$ cat src/rtl/adc_rm_pkg.sv
package adc_rm_pkg;

  typedef struct packed {
    logic inj_auto;
    logic inj_disc;
    logic ovw;
    logic dly;
    logic disc;
    logic cont;
  } mode_t;

  localparam int MODE_W = $bits(mode_t);

  localparam int ADR_MODE = 0;
  localparam int ADR_STAT = 1;
  localparam int ADR_DATA = 2;

endpackage

$ cat src/rtl/adc_mode_regs.sv
module adc_mode_regs
  import adc_rm_pkg::*;
#(
  parameter bit IS_SLAVE = 1'b0
) (
  input  logic  clk,
  input  logic  rst_n,
  input  logic  wr_en,
  input  mode_t wr_mode,
  input  logic  reg_busy,
  input  logic  inj_busy,
  input  logic  dual_on,
  input  logic  lead_cont,
  input  logic  lead_disc,
  input  logic  lead_dly,
  output mode_t eff_mode,
  output logic  wr_err
);

  mode_t mode_q, mode_d;
  mode_t cand, cand_eff;
  logic  mirror;
  logic  lock_viol, forbid, accept;
  logic  err_d, err_q;

  generate
    if (IS_SLAVE) begin : g_follow
      assign mirror = dual_on;
    end else begin : g_lead
      logic unused_lead;
      assign unused_lead = ^{lead_cont, lead_disc, lead_dly, dual_on};
      assign mirror = 1'b0;
    end
  endgenerate

  always_comb begin
    eff_mode = mode_q;
    if (mirror) begin
      eff_mode.cont = lead_cont;
      eff_mode.disc = lead_disc;
      eff_mode.dly  = lead_dly;
    end
  end

  always_comb begin
    cand          = mode_q;
    cand.ovw      = wr_mode.ovw;
    cand.inj_disc = wr_mode.inj_disc;
    cand.inj_auto = wr_mode.inj_auto;
    if (!mirror) begin
      cand.cont = wr_mode.cont;
      cand.disc = wr_mode.disc;
      cand.dly  = wr_mode.dly;
    end
    cand_eff = cand;
    if (mirror) begin
      cand_eff.cont = lead_cont;
      cand_eff.disc = lead_disc;
      cand_eff.dly  = lead_dly;
    end
  end

  always_comb begin
    lock_viol = 1'b0;
    if (reg_busy && ((cand_eff.cont != eff_mode.cont) ||
                     (cand_eff.disc != eff_mode.disc) ||
                     (cand_eff.ovw  != eff_mode.ovw)))
      lock_viol = 1'b1;
    if ((reg_busy || inj_busy) && (cand_eff.dly != eff_mode.dly))
      lock_viol = 1'b1;
    if (inj_busy && ((cand_eff.inj_disc != eff_mode.inj_disc) ||
                     (cand_eff.inj_auto != eff_mode.inj_auto)))
      lock_viol = 1'b1;
    forbid = (cand_eff.disc && cand_eff.cont) ||
             (cand_eff.inj_auto && (cand_eff.disc || cand_eff.inj_disc));
    accept = wr_en && !lock_viol && !forbid;
    err_d  = wr_en && !accept;
    mode_d = accept ? cand : mode_q;
  end

  always_ff @(posedge clk or negedge rst_n) begin
    if (!rst_n) begin
      mode_q <= '0;
      err_q  <= 1'b0;
    end else begin
      mode_q <= mode_d;
      err_q  <= err_d;
    end
  end

  assign wr_err = err_q;

endmodule

$ cat src/rtl/adc_run_flags.sv
module adc_run_flags (
  input  logic clk,
  input  logic rst_n,
  input  logic reg_start,
  input  logic reg_stop,
  input  logic seq_end,
  input  logic cont_on,
  input  logic inj_start,
  input  logic inj_done,
  output logic reg_busy,
  output logic inj_busy
);

  logic rb_q, rb_d, ib_q, ib_d;

  always_comb begin
    rb_d = rb_q;
    if (reg_start)
      rb_d = 1'b1;
    else if (reg_stop || (seq_end && !cont_on))
      rb_d = 1'b0;
    ib_d = ib_q;
    if (inj_start)
      ib_d = 1'b1;
    else if (inj_done)
      ib_d = 1'b0;
  end

  always_ff @(posedge clk or negedge rst_n) begin
    if (!rst_n) begin
      rb_q <= 1'b0;
      ib_q <= 1'b0;
    end else begin
      rb_q <= rb_d;
      ib_q <= ib_d;
    end
  end

  assign reg_busy = rb_q;
  assign inj_busy = ib_q;

endmodule

$ cat src/rtl/adc_data_path.sv
module adc_data_path #(
  parameter int DATA_W = 12
) (
  input  logic              clk,
  input  logic              rst_n,
  input  logic              res_valid,
  input  logic [DATA_W-1:0] res_data,
  input  logic              dr_rd,
  input  logic              ovw,
  input  logic              ovr_clr,
  output logic [DATA_W-1:0] dout,
  output logic              pend,
  output logic              ovr
);

  logic [DATA_W-1:0] dr_q, dr_d;
  logic pend_q, pend_d, ovr_q, ovr_d;
  logic ovr_evt, load_en;

  always_comb begin
    ovr_evt = res_valid && pend_q && !dr_rd;
    load_en = res_valid && (!ovr_evt || ovw);
    dr_d    = load_en ? res_data : dr_q;
    pend_d  = pend_q;
    if (res_valid)
      pend_d = 1'b1;
    else if (dr_rd)
      pend_d = 1'b0;
    ovr_d = ovr_q;
    if (ovr_evt)
      ovr_d = 1'b1;
    else if (ovr_clr)
      ovr_d = 1'b0;
  end

  always_ff @(posedge clk or negedge rst_n) begin
    if (!rst_n) begin
      dr_q   <= '0;
      pend_q <= 1'b0;
      ovr_q  <= 1'b0;
    end else begin
      if (load_en)
        dr_q <= dr_d;
      pend_q <= pend_d;
      ovr_q  <= ovr_d;
    end
  end

  assign dout = dr_q;
  assign pend = pend_q;
  assign ovr  = ovr_q;

endmodule

$ cat src/rtl/adc_regmode_ctrl.sv
module adc_regmode_ctrl
  import adc_rm_pkg::*;
#(
  parameter int DATA_W   = 12,
  parameter int CFG_W    = 16,
  parameter int ADDR_W   = 2,
  parameter int DUAL_W   = 2,
  parameter bit IS_SLAVE = 1'b0
) (
  input  logic              clk,
  input  logic              rst_n,
  input  logic              cfg_we,
  input  logic [ADDR_W-1:0] cfg_addr,
  input  logic [CFG_W-1:0]  cfg_wdata,
  output logic [CFG_W-1:0]  cfg_rdata,
  output logic              wr_err,
  input  logic [DUAL_W-1:0] dual_sel,
  input  logic              lead_cont,
  input  logic              lead_disc,
  input  logic              lead_dly,
  output logic              mode_cont,
  output logic              mode_disc,
  output logic              mode_dly,
  output logic              mode_ovw,
  input  logic              reg_start,
  input  logic              reg_stop,
  input  logic              inj_start,
  input  logic              inj_done,
  output logic              reg_busy,
  output logic              inj_busy,
  input  logic              res_valid,
  input  logic              res_last,
  input  logic [DATA_W-1:0] res_data,
  input  logic              dr_rd,
  output logic [DATA_W-1:0] dr_out,
  output logic              ovr_flag
);

  localparam int SYNC_W = 2;

  logic [SYNC_W-1:0] rst_sync;
  logic              rst_int_n;
  mode_t             eff_mode;
  logic              mode_wr, stat_wr, ovr_clr;
  logic              data_pend;
  logic              unused_wdata;

  always_ff @(posedge clk or negedge rst_n) begin
    if (!rst_n)
      rst_sync <= '0;
    else
      rst_sync <= {rst_sync[SYNC_W-2:0], 1'b1};
  end
  assign rst_int_n = rst_sync[SYNC_W-1];

  assign mode_wr      = cfg_we && (cfg_addr == ADDR_W'(ADR_MODE));
  assign stat_wr      = cfg_we && (cfg_addr == ADDR_W'(ADR_STAT));
  assign ovr_clr      = stat_wr && cfg_wdata[0];
  assign unused_wdata = ^cfg_wdata[CFG_W-1:MODE_W];

  adc_mode_regs #(.IS_SLAVE(IS_SLAVE)) u_mode (
    .clk      (clk),
    .rst_n    (rst_int_n),
    .wr_en    (mode_wr),
    .wr_mode  (mode_t'(cfg_wdata[MODE_W-1:0])),
    .reg_busy (reg_busy),
    .inj_busy (inj_busy),
    .dual_on  (|dual_sel),
    .lead_cont(lead_cont),
    .lead_disc(lead_disc),
    .lead_dly (lead_dly),
    .eff_mode (eff_mode),
    .wr_err   (wr_err)
  );

  adc_run_flags u_run (
    .clk      (clk),
    .rst_n    (rst_int_n),
    .reg_start(reg_start),
    .reg_stop (reg_stop),
    .seq_end  (res_valid && res_last),
    .cont_on  (eff_mode.cont),
    .inj_start(inj_start),
    .inj_done (inj_done),
    .reg_busy (reg_busy),
    .inj_busy (inj_busy)
  );

  adc_data_path #(.DATA_W(DATA_W)) u_data (
    .clk      (clk),
    .rst_n    (rst_int_n),
    .res_valid(res_valid),
    .res_data (res_data),
    .dr_rd    (dr_rd),
    .ovw      (eff_mode.ovw),
    .ovr_clr  (ovr_clr),
    .dout     (dr_out),
    .pend     (data_pend),
    .ovr      (ovr_flag)
  );

  assign mode_cont = eff_mode.cont;
  assign mode_disc = eff_mode.disc;
  assign mode_dly  = eff_mode.dly;
  assign mode_ovw  = eff_mode.ovw;

  always_comb begin
    cfg_rdata = '0;
    case (cfg_addr)
      ADDR_W'(ADR_MODE): cfg_rdata[MODE_W-1:0] = eff_mode;
      ADDR_W'(ADR_STAT): cfg_rdata[0]          = ovr_flag;
      ADDR_W'(ADR_DATA): cfg_rdata[DATA_W-1:0] = dr_out;
      default:           cfg_rdata             = '0;
    endcase
  end

endmodule

$ cat config.mk
export PLATFORM = sky130hd
export DESIGN_NAME = adc_regmode_ctrl
export DESIGN_NICKNAME = d
export VERILOG_FILES = /design/src/rtl/adc_rm_pkg.sv /design/src/rtl/adc_mode_regs.sv /design/src/rtl/adc_run_flags.sv /design/src/rtl/adc_data_path.sv /design/src/rtl/adc_regmode_ctrl.sv
export SDC_FILE = /design/constraint.sdc
export NUM_CORES = 1
export LEC_CHECK = 0
export BUFFER_PORTS_ARGS = -buffer_cell sky130_fd_sc_hd__buf_2
export CAP_MARGIN = 40
export CORE_MARGIN = 2
export CORE_UTILIZATION = 35
export DETAILED_ROUTE_END_ITERATION = 7
export PLACE_DENSITY = 0.72
export SYNTH_ARGS = -nofsm -noshare
export SYNTH_HDL_FRONTEND = slang
export SYNTH_SLANG_ARGS = --single-unit
$ cat constraint.sdc
create_clock -name clk -period 1.1 [get_ports clk]
set_input_delay 0.11 -clock clk [delete_from_list [all_inputs] [get_ports clk]]
set_output_delay 0.11 -clock clk [all_outputs]
set_load 0.01 [all_outputs]
### Word-level counts from Yosys, hierarchy flattened

Cells that the tools add are included.

* equal/unequal tests: 8
* mux-type cells: 14
* reduce and logical (&&, ||, !) cells: 35

Operator list (count)
* logical AND 1 bit: 16
* two-way mux 1 bit: 11
* one-hot mux 5 bit (2 select lines): 1
* logical OR 1 bit: 8
* nonzero test 2 bit: 4
* logical NOT 1 bit: 6
* two-way mux 6 bit: 1
* inequality test 1 bit: 6
* one-hot mux 1 bit (3 select lines): 1
* equality test 2 x 1 -> 1 bit (second input constant): 1
* equality test 2 bit (second input constant): 1
* logical NOT 2 bit: 1

* register bits: 25
* bits of input ports: 45

### Depth between registers and ports, before layout

Gate-level depths: netlist (run 1).

* depth in word-level cells: 12
* mapped depth: 5

### By module

Synthesis (run 1) repeated with hierarchy kept, for this count alone.

* cells, all modules: 140
* area, all modules: 1501.4 sq um

Modules (own cells, without submodules)
* adc_data_path: times used 1, cells an instance 73, area each 774.5 sq um
* adc_mode_regs: times used 1, cells an instance 27, area each 371.6 sq um
* adc_regmode_ctrl: times used 1, cells an instance 33, area each 275.3 sq um
* adc_run_flags: times used 1, cells an instance 7, area each 80.1 sq um

### Worst setup path after synthesis (run 1)

No wires, ideal clock.

* kind: reg2reg
* start point: register u_mode.mode_q, in the netlist u_mode.eff_mode[2]
* end point: register u_mode.mode_q, in the netlist u_mode.eff_mode[2]
* data arrival time: 1.555 ns
* data required time: 0.975 ns
* path slack: -0.580 ns
* cell stages (with the launch flop): 6
* clock period less this slack: 1.680 ns
* path through: dfrtp_1 > xor2_1 > nor3_1 > o21ai_2 > a211oi_4 > mux2_2

* word-level cells in the longest chain between the ends: 7

RTL lines
* from (decl): RTL line adc_mode_regs.sv:20 `mode_t mode_q, mode_d;`
* from (signal assigned): RTL line adc_mode_regs.sv:86 `mode_q <= mode_d;`
* inequality test 1 bit: RTL line adc_mode_regs.sv:69 `if ((reg_busy || inj_busy) && (cand_eff.dly != eff_mode.dly))`
* logical AND 1 bit: RTL line adc_mode_regs.sv:69
* two-way mux 1 bit: RTL line adc_mode_regs.sv:69
* two-way mux 1 bit: RTL line adc_mode_regs.sv:71 `if (inj_busy && ((cand_eff.inj_disc != eff_mode.inj_disc) ||`
* logical NOT 1 bit: RTL line adc_mode_regs.sv:76 `accept = wr_en && !lock_viol && !forbid;`
* logical AND 1 bit (2 in a row): RTL line adc_mode_regs.sv:76

No other way between the ends.
A chain may end at the register's enable or synchronous reset.

### Worst setup path after layout (run 1)

* start point: register u_mode.mode_q, in the netlist u_mode.eff_mode[4]
* end point: register u_mode.mode_q, in the netlist u_mode.eff_mode[4]

* word-level cells in the longest chain between the ends: 7

RTL lines (RTL line)
* inequality test 1 bit: adc_mode_regs.sv:71
* logical OR 1 bit: adc_mode_regs.sv:71
* logical AND 1 bit: adc_mode_regs.sv:71
* two-way mux 1 bit: adc_mode_regs.sv:71
* logical NOT 1 bit: adc_mode_regs.sv:76
* logical AND 1 bit (2 in a row): adc_mode_regs.sv:76

No other way between the ends.

==> results of run 1 <==
## report_power, final
| group | internal [W] | leakage (nW) | switching [W] |
|---|---|---|---|
| combinational | 0.000923 | 0.864 | 0.000576 |
| sequential | 0.00107 | 0.297 | 0.000134 |
| clock | 0.000142 | 0.0150 | 0.000266 |
## per-layer routing
metal  track usage (%)  vias up
met3             5.714        6
met2             34.04       42
met1             23.43      576
met5                 0        -
li1                  -      560
met4             5.707        0
## worst max-delay path by stage
stage | start | to | slack (ns) | cells after the start
after floorplan | u_mode.eff_mode[1] | u_mode.eff_mode[2] | -0.54 | 4
after global placement | u_mode.eff_mode[4] | u_mode.eff_mode[3] | -0.53 | 6
after detailed placement | u_mode.eff_mode[4] | u_mode.eff_mode[4] | -0.59 | 5
after CTS | u_mode.eff_mode[0] | u_mode.eff_mode[4] | -0.60 | 4
after global routing | u_mode.eff_mode[4] | u_mode.eff_mode[4] | -0.66 | 5
final | u_mode.eff_mode[4] | u_mode.eff_mode[4] | -0.60 | 5
## through the flow
step	cell area [sq um]	TNS, ns	total power (W)
2_1_floorplan	1291	-4.392	0.001679
3_3_place_gp	1765	-5.814	0.002104
3_5_place_dp	1765	-6.280	0.002151
4_1_cts	2063	-11.20	0.002924
5_1_grt	2262	-11.90	0.003290
6_report	2262	-10.02	0.003111
## flip-flops by register name, summed over array words and instances, names as in the netlist
signal,count
u_data.dout,12
u_mode.eff_mode,6
rst_sync,2
u_data.ovr,1
u_data.pend,1
u_mode.wr_err,1
u_run.inj_busy,1
u_run.reg_busy,1
## Yosys cell counts, drive strengths merged, types with 2 or more instances
cell type  count
o22a           2
buf            7
inv            3
nor3           3
xor2           6
a211oi         2
and2           6
conb           2
nor2           5
mux2i          6
nand2          3
dfrtp         25
o21ai          5
mux2          16
## cell type report
cell class,instances,area share [%]
tap,46,2.544
timing repair buffer,109,37.67
multi-input combinational,70,30.42
sequential,25,27.71
inverter,3,0.4978
clock buffer,4,1.162
## worst max-delay path, cell delays in order, from the launching register on
cell,delay [ns]
dfrtp_1,0.43
xor2_1,0.17
nor3_2,0.21
o21ai_2,0.11
a211oi_4,0.35
mux2_4,0.33
## what timing repair did
action                     4_1_cts  5_1_grt
hold buffers                     3        5
setup buffers                   13       10
pin swaps                       10       11
hold endpoints to repair         4        5
gates resized for setup         28       28
cloned                           1        0
setup endpoints to repair       36       40
## cells by family (layout without fill, tap and decap cells)
| kind of cell | count (synthesis) | count (layout) | synth area share, % |
|---|---|---|---|
| other | 2 | 5 | 0.6125 |
| AO/OA/AOI/OAI | 13 | 13 | 8.572 |
| multiplexers | 22 | 22 | 19.59 |
| flip-flops | 25 | 25 | 51.02 |
| XOR/XNOR | 6 | 6 | 4.286 |
| AND/OR/NAND/NOR | 24 | 24 | 11.33 |
| buffers and inverters | 10 | 116 | 4.592 |
==> metrics.txt, run 1 <==
pre-CTS setup slack=-0.5926 ns; chip width=63.19 um; Final setup violation count=36; Endpoint, Worst Hold=u_data.dout[5]; cts bufs inserted=3; post-synth top area share=between 50% and 60%; Synth Instances=between 100 and 150; unrepaired setup endpoints after global routing=true; Finished Core Util=a little under 70%; wire per inst=approximately 15 um; R2R depth=5; CTS tree=built; area occupied by multi-input gates=around 690 sq um; # IOs=81; Max Freq=between 0.5 and 0.6 GHz; pwr/cell area=~1400 nW/um^2; Initial DRC Count=16; hold wc startpoint=res_data[5]; average vias per placed instance=between 4 and 5; failing checks=setup timing; placed cell count=225; Initial Utilization=36.46%; Area Growth Syn to Fin=84.49%; Leak=roughly 1.2 nW; setup slack, reg-to-reg=-0.60 ns; Worst-Skew Late Latency=0.31 ns; nets=approximately 260; fin crit share=154.8%; H-tree levels=1; Yosys top cell by area=dfrtp_1; final hold violation count=0; total track usage=between 15 and 20%; max-cap check violation count=0; clk buf depth=2; Antenna Diode Count=0; drt total wl=between 3000 and 4000 um; Critical R2R Capture=u_mode.eff_mode[4]; Worst R2R Start=u_mode.eff_mode[4]; gr ovfl total=0; fin. max-slew vios=0; Port Buffer Count=slightly above 60; most frequent cells in the layout=50 x buf_2, 29 x buf_6, 24 x dfrtp_1; Root Buffer=clkbuf_4; DRT Pass-1 Iters=4; fin cells=257; WHS=about 0.018 ns; via count=between 1k and 1.5k; std cell rows=21; hpwl dp=2668 um; worst path required time=1.32 ns; hold depth=2; Die Y=approximately 63 um; Tmin final=between 1.5 and 2 ns; initial antenna violation count=0; Worst Hold Class=in2reg; Worst Setup Slack, final=-0.6026 ns; Netlist cell types=29; GP Congestion=approximately 0.81; Filler cells=between 200 and 300; commonest non-fill, non-tap cell in the layout=buf_2; Async S/R FF share, synth=100.0%; Mapped Avg Cell Area=about 12 sq um; M1 WL=around 1600 um; Worst VDD drop=between 0.7 and 0.8 mV; yosys warns=0; met2 WL=2039 um; first-pass GRT wire length=6044 um; Clock Sinks=25; Final Skew=0.001443 ns; CP Capture Type=flop; largest net degree at the start of global routing=14; register area=around 630 sq um; vias in the first global route=about 1.3k; Core ar.=3363 sq um; Die ar.=between 3000 and 4000 sq um; DRC viols=0; critical path class=reg2reg; register bit count reported by yosys=25; Met3 Routed Length=208 um; uppermost routed layer=met4; Detail Route Antenna Nets=0; maximum net fanout on the critical path=4; outcome=finished with violations; Mapped Area=around 1200 sq um; Synth area leaders=dfrtp_1 51%, mux2_2 15%, mux2i_1 4.9%; CP Launch Type=flop; CP Data Arrival Time=roughly 1.9 ns; share of layout cells above drive strength 1=between 60 and 70%; ys flop type=dfrtp_1; Worst-path clk slew=approximately 0.13 ns; number of flops mapped to enable cells by yosys=0; sequential share of the synthesized area=a little over 50%
Power figures use the tool's default switching activity.
==> run 2, diff against run 1 <==
--- a/config.mk
+++ b/config.mk
@@ -6,11 +6,13 @@
 export NUM_CORES = 1
 export LEC_CHECK = 0
 export BUFFER_PORTS_ARGS = -buffer_cell sky130_fd_sc_hd__buf_2
-export CAP_MARGIN = 40
+export CAP_MARGIN = 20
+export CELL_PAD_IN_SITES_DETAIL_PLACEMENT = 1
+export CELL_PAD_IN_SITES_GLOBAL_PLACEMENT = 1
 export CORE_MARGIN = 2
-export CORE_UTILIZATION = 35
+export CORE_UTILIZATION = 30
 export DETAILED_ROUTE_END_ITERATION = 7
-export PLACE_DENSITY = 0.72
+export PLACE_DENSITY = 0.82
 export SYNTH_ARGS = -nofsm -noshare
 export SYNTH_HDL_FRONTEND = slang
 export SYNTH_SLANG_ARGS = --single-unit
==> metrics.txt, run 2 (synthesis gave the netlist of run 1 again) <==
via count=1163 (-1.8%); met2 Resource Use GR=33.01% (-1.0 points); unrepaired setup endpoints after global routing=true; CTS tree=built; gr ovfl total=0 (unchanged); maximum net fanout on the critical path=4 (unchanged); final hold violation count=0 (unchanged); area occupied by multi-input gates=684.4 sq um (-0.55%); register area=626.9 sq um (unchanged); gr busiest metal=met2; commonest non-fill, non-tap cell in the layout=buf_2; Worst Setup Slack, final=-0.6064 ns (-0.003792 ns); largest net degree at the start of global routing=24 (+10); # IOs=81 (unchanged); drt total wl=4459 um (+13%); vias in the first global route=1213 (-4.0%); Core ar.=3971 sq um (+18%); worst path required time=1.28 ns (-0.04 ns); Leak=1.083 nW (-7.9%); total track usage=18.50% (-1.1 points); Initial Utilization=30.88% (-5.6 points); Port Buffer Count=61 (unchanged); outcome=finished with violations; Max Freq=0.5860 GHz (-0.22%); grt met1 use=21.78% (-1.7 points); post-route cell area=2063 sq um (-8.8%); CP Launch Type=flop; pre-CTS setup slack=-0.6002 ns (-0.007597 ns); CP Data Arrival Time=1.88 ns (-0.04 ns); hpwl dp=3101 um (+16%); kind of cell adding the most delay to the critical path=compound AO/OA/AOI/OAI gates; Root Buffer=clkbuf_8; Final Skew=0.009677 ns (+0.008235 ns); Tmin final=1.706 ns (+0.003792 ns); DRC viols=0 (unchanged); CP bufs+invs=0 (unchanged); fin. max-slew vios=0 (unchanged); clk buf depth=2 (unchanged); slowest CP cell=dfrtp_1; Die ar.=4614 sq um (+16%); Slowest Stage Delay on Critical Path=0.42 ns (about the same); Worst Hold Class=in2reg; nets=239 (-7.0%); share of layout cells above drive strength 1=65.28% (+0.36 points); critical path class=reg2reg; failing checks=setup timing; std cell rows=23 (+9.5%); pwr/cell area=1499 nW/um^2 (+9.0%); Power, Total=0.003092 W (-0.60%); Worst VDD drop=0.8285 mV (+6.4%); max-cap check violation count=0 (unchanged); H-tree levels=1 (unchanged); DRT Pass-1 Iters=4 (unchanged); cts bufs inserted=3 (unchanged); average vias per placed instance=4.786 (+3.9%); Detail Route Antenna Nets=0 (unchanged); WHS=0.02044 ns (+0.002609 ns); Clock Sinks=25 (unchanged); met3 Track Usage GR=3.947% (-1.8 points); GP Congestion=0.7630 (-5.4%); Area Growth Syn to Fin=68.27%; Final setup violation count=28 (-22%); most frequent cells in the layout=57 x buf_2, 24 x dfrtp_1, 16 x mux2_4; Filler cells=459 (+65%); fin crit share=155.1% (+0.34 points); CP Capture Type=flop; Worst-Skew Late Latency=0.28 ns (-0.03 ns); Die Y=67.93 um (+7.5%); worst path cell trace=xor2_2 > a21oi_2 > o21ai_2 > a211oi_4 > mux2_4; first-pass GRT wire length=6168 um (+2.1%); wire per inst=18.35 um (+19%); Largest register FFs=12 (unchanged); setup slack, reg-to-reg=-0.61 ns (about the same); placed instance area=1748 sq um (-0.99%); Antenna Diode Count=0 (unchanged); Worst-path clk slew=0.09 ns (-0.04 ns); Initial DRC Count=35 (+19); initial antenna violation count=0 (unchanged); chip width=67.93 um (+7.5%)
## run 2: cell types whose count changed in the layout (fill, tap and decap cells not counted), sizes merged
cell / delta
buf: -12
dlygate4sd3: -6
clkbuf: -1
clkinv: +1
## run 2: final timing paths
kind	end	depth (start not counted)	startpoint
setup / recovery	u_mode.eff_mode[4]	5	u_mode.eff_mode[2]
setup reg to reg	u_mode.eff_mode[4]	5	u_mode.eff_mode[2]
max in group asynchronous	u_mode.eff_mode[3]	1	rst_sync[1]
min in group asynchronous	rst_sync[0]	2	rst_n
hold reg to reg	u_data.dout[1]	1	rst_sync[1]
hold / removal	u_run.reg_busy	2	reg_start
## run 2: metal layers
layer,vias up,wire length (um)
li1,525,-
met1,584,1811
met2,41,2351
met3,13,170
met4,0,124
met5,-,0
## run 2: cell type report
type,count,share of cell area (%)
inverter,3,0.5458
multi-input combinational,70,33.17
tap,50,3.032
timing repair buffer,91,30.62
clock buffer,3,2.001
sequential,25,30.38
clock inverter,1,0.2426
## run 2: power breakdown
part           switching, W  total, W  internal (W)
combinational      0.000569   0.00132      0.000752
clock              0.000312  0.000567      0.000255
sequential         0.000133   0.00120       0.00107
total               0.00101   0.00309       0.00208
## run 2: stage by stage
step	util, %	TNS, ns	std cells
finish	51.95	-8.591	243
CTS	48.71	-8.683	237
floorplan	-	-4.392	105
global route	51.95	-9.724	243
detailed placement	44.01	-7.204	226
global placement	44.01	-5.917	226
## run 2: timing repair
| action | CTS | global route |
|---|---|---|
| pin swaps | 10 | 9 |
| gates cloned | 1 | 0 |
| resized for setup | 16 | 22 |
| setup endpoints to repair | 32 | 35 |
| buffers inserted | 7 | 7 |
| hold buffers | 2 | 0 |
| endpoints found under the hold margin | 3 | 0 |
==> run 3, diff against run 2 <==
--- a/config.mk
+++ b/config.mk
@@ -10,9 +10,9 @@
 export CELL_PAD_IN_SITES_DETAIL_PLACEMENT = 1
 export CELL_PAD_IN_SITES_GLOBAL_PLACEMENT = 1
 export CORE_MARGIN = 2
-export CORE_UTILIZATION = 30
+export CORE_UTILIZATION = 32
 export DETAILED_ROUTE_END_ITERATION = 7
-export PLACE_DENSITY = 0.82
+export PLACE_DENSITY = 0.86
 export SYNTH_ARGS = -nofsm -noshare
 export SYNTH_HDL_FRONTEND = slang
 export SYNTH_SLANG_ARGS = --single-unit
==> constraint.sdc (replaced) <==
create_clock -name clk -period 2.1 [get_ports clk]
set_input_delay 0.21 -clock clk [delete_from_list [all_inputs] [get_ports clk]]
set_output_delay 0.21 -clock clk [all_outputs]
set_load 0.02 [all_outputs]
==> metrics.txt, run 3 (synthesis gave the netlist of run 1 again) <==
outcome=completed; Initial Utilization=33.49% (+2.6 points); cts hold-fix bufs=1 (-1); hpwl dp=2716 um (-12%); via count=997 (-14%); met3 Track Usage GR=2.896% (-1.1 points); chip width=65.90 um (-3.0%); internal power=0.0008849 W (-57%); largest net degree at the start of global routing=24 (unchanged); drt total wl=3300 um (-26%); initial antenna violation count=0 (unchanged); max-cap check violation count=0 (unchanged); Slowest Stage Delay on Critical Path=0.41 ns (about the same); Fin Setup TNS=0 ns (+8.591 ns); pwr/cell area=840.5 nW/um^2 (-44%); CP bufs+invs=0 (unchanged); average vias per placed instance=4.659 (-2.7%); Port Buffer Count=61 (unchanged); Max Freq=0.5576 GHz (-4.8%); critical path class=reg2reg; Root Buffer=clkbuf_8; # IOs=81 (unchanged); CP Capture Type=flop; CP Data Arrival Time=1.94 ns (+0.06 ns); Clock Sinks=25 (unchanged); fin. max-slew vios=0 (unchanged); Worst-path clk slew=0.07 ns (-0.02 ns); Die ar.=4343 sq um (-5.9%); post-route cell area=1628 sq um (-21%); worst path cell trace=xor2_1 > nor3_1 > o21ai_2 > a211oi_4 > mux2_2; kind of cell adding the most delay to the critical path=compound AO/OA/AOI/OAI gates; Post CTS Setup Buffer Count=0 (-7); DRT Pass-1 Iters=4 (unchanged); share of layout cells above drive strength 1=52.41% (-13 points); post-CTS resize count=0 (-16); Die Y=65.90 um (-3.0%); CTS tree=built; gr busiest metal=met2; Initial DRC Count=21 (-40%); commonest non-fill, non-tap cell in the layout=buf_2; Core ar.=3661 sq um (-7.8%); unrepaired setup endpoints after global routing=false; clk buf depth=2 (unchanged); total track usage=16.36% (-2.1 points); Worst VDD drop=0.5277 mV (-36%); Antenna Diode Count=0 (unchanged); sequential share of power=46.3% (+7.4 points); cts bufs inserted=3 (unchanged); met2 Resource Use GR=29.80% (-3.2 points); Final setup violation count=0 (-100%); vias in the first global route=1050 (-13%); grt met1 use=19.09% (-2.7 points); GP Congestion=0.6989 (-8.4%); Gate power share=33.2% (-9.5 points); Detail Route Antenna Nets=0 (unchanged); slowest CP cell=dfrtp_1; Sw Ratio=35.32% (+2.5 points); placed instance area=1573 sq um (-10%); final hold violation count=0 (unchanged); std cell rows=22 (-4.3%); NetSw=0.0004832 W (-52%); CP Launch Type=flop; Area Growth Syn to Fin=32.76%; fin crit share=85.40% (-70 points); Worst Hold Class=in2reg; Filler cells=428 (-6.8%); H-tree levels=1 (unchanged); first-pass GRT wire length=5306 um (-14%); most frequent cells in the layout=61 x buf_2, 25 x dfrtp_1, 16 x mux2_2; Largest register FFs=12 (unchanged); Leak=0.8386 nW (-23%); wire per inst=15.42 um (-16%); DRC viols=0 (unchanged); worst path required time=2.25 ns (+0.97 ns); maximum net fanout on the critical path=5 (+1); Tmin final=1.793 ns (+0.08690 ns); Final Skew=0.01093 ns (+0.001253 ns); gr ovfl total=0 (unchanged); clock network power share=20.5% (+2.2 points); Worst-Skew Late Latency=0.27 ns (about the same); nets=212 (-11%)
[run 3: changes by cell type in the layout (fill, tap and decap cells not counted), sizes merged]
cell | before | now
clkinv | 1 | 0
buf | 88 | 63
dlygate4sd3 | 2 | 1
[run 3: cell type report]
cell class	instances	area (sq um)	share of cell area (%)
tap	48	60.06	3.689
timing repair buffer	64	330.3	20.29
inverter	3	11.26	0.6918
multi-input combinational	70	555.5	34.13
clock buffer	4	45.04	2.767
sequential	25	625.6	38.43
[run 3: worst paths after layout]
path	start	end	slack, ns	depth (start not counted)
max	u_mode.eff_mode[4]	u_mode.eff_mode[4]	0.31	5
max in group asynchronous	rst_sync[1]	u_mode.eff_mode[2]	1.66	1
min in group asynchronous	rst_sync[1]	u_data.dout[3]	0.21	1
min	inj_start	u_run.inj_busy	0.12	2
max reg2reg	u_mode.eff_mode[4]	u_mode.eff_mode[4]	0.31	5
min reg2reg	rst_sync[1]	u_data.dout[3]	0.21	1
[run 3: worst register-to-register path, delay by kind of cell (launching register included)]
kind / cells / cell delay (ns)
xor+xnor: 1 / 0.18
compound gates: 2 / 0.47
mux: 1 / 0.37
flops: 1 / 0.41
simple gates: 1 / 0.25
[run 3: layer usage]
metal / vias to the layer above / wire (um)
li1: 468 / -
met1: 484 / 1275
met2: 37 / 1759
met3: 8 / 164
met4: 0 / 102
met5: - / 0
[run 3: power by group through the flow]
| stage | clock network, W | logic (W) | registers [W] |
|---|---|---|---|
| after global routing | 0.000311 | 0.000494 | 0.000646 |
| final | 0.000281 | 0.000454 | 0.000634 |
| after CTS | 0.000291 | 0.000460 | 0.000636 |
| after floorplan | 0 | 0.000208 | 0.000716 |
| after detailed placement | 0 | 0.000457 | 0.000646 |
| after global placement | 0 | 0.000434 | 0.000637 |
[run 3: per-stage QoR]
stage               instances  setup slack (ns)  hold slack, ns  util [%]  total power [W]
detailed placement        209            0.2762       -0.003384     42.96         0.001103
global route              214            0.1514          0.1245     44.46         0.001451
floorplan                 105            0.3588        -0.08559         -        0.0009248
CTS                       214            0.2652          0.1222     44.46         0.001387
global placement          209            0.3550       -0.004805     42.96         0.001071
finish                    214            0.3067          0.1241     44.46         0.001368
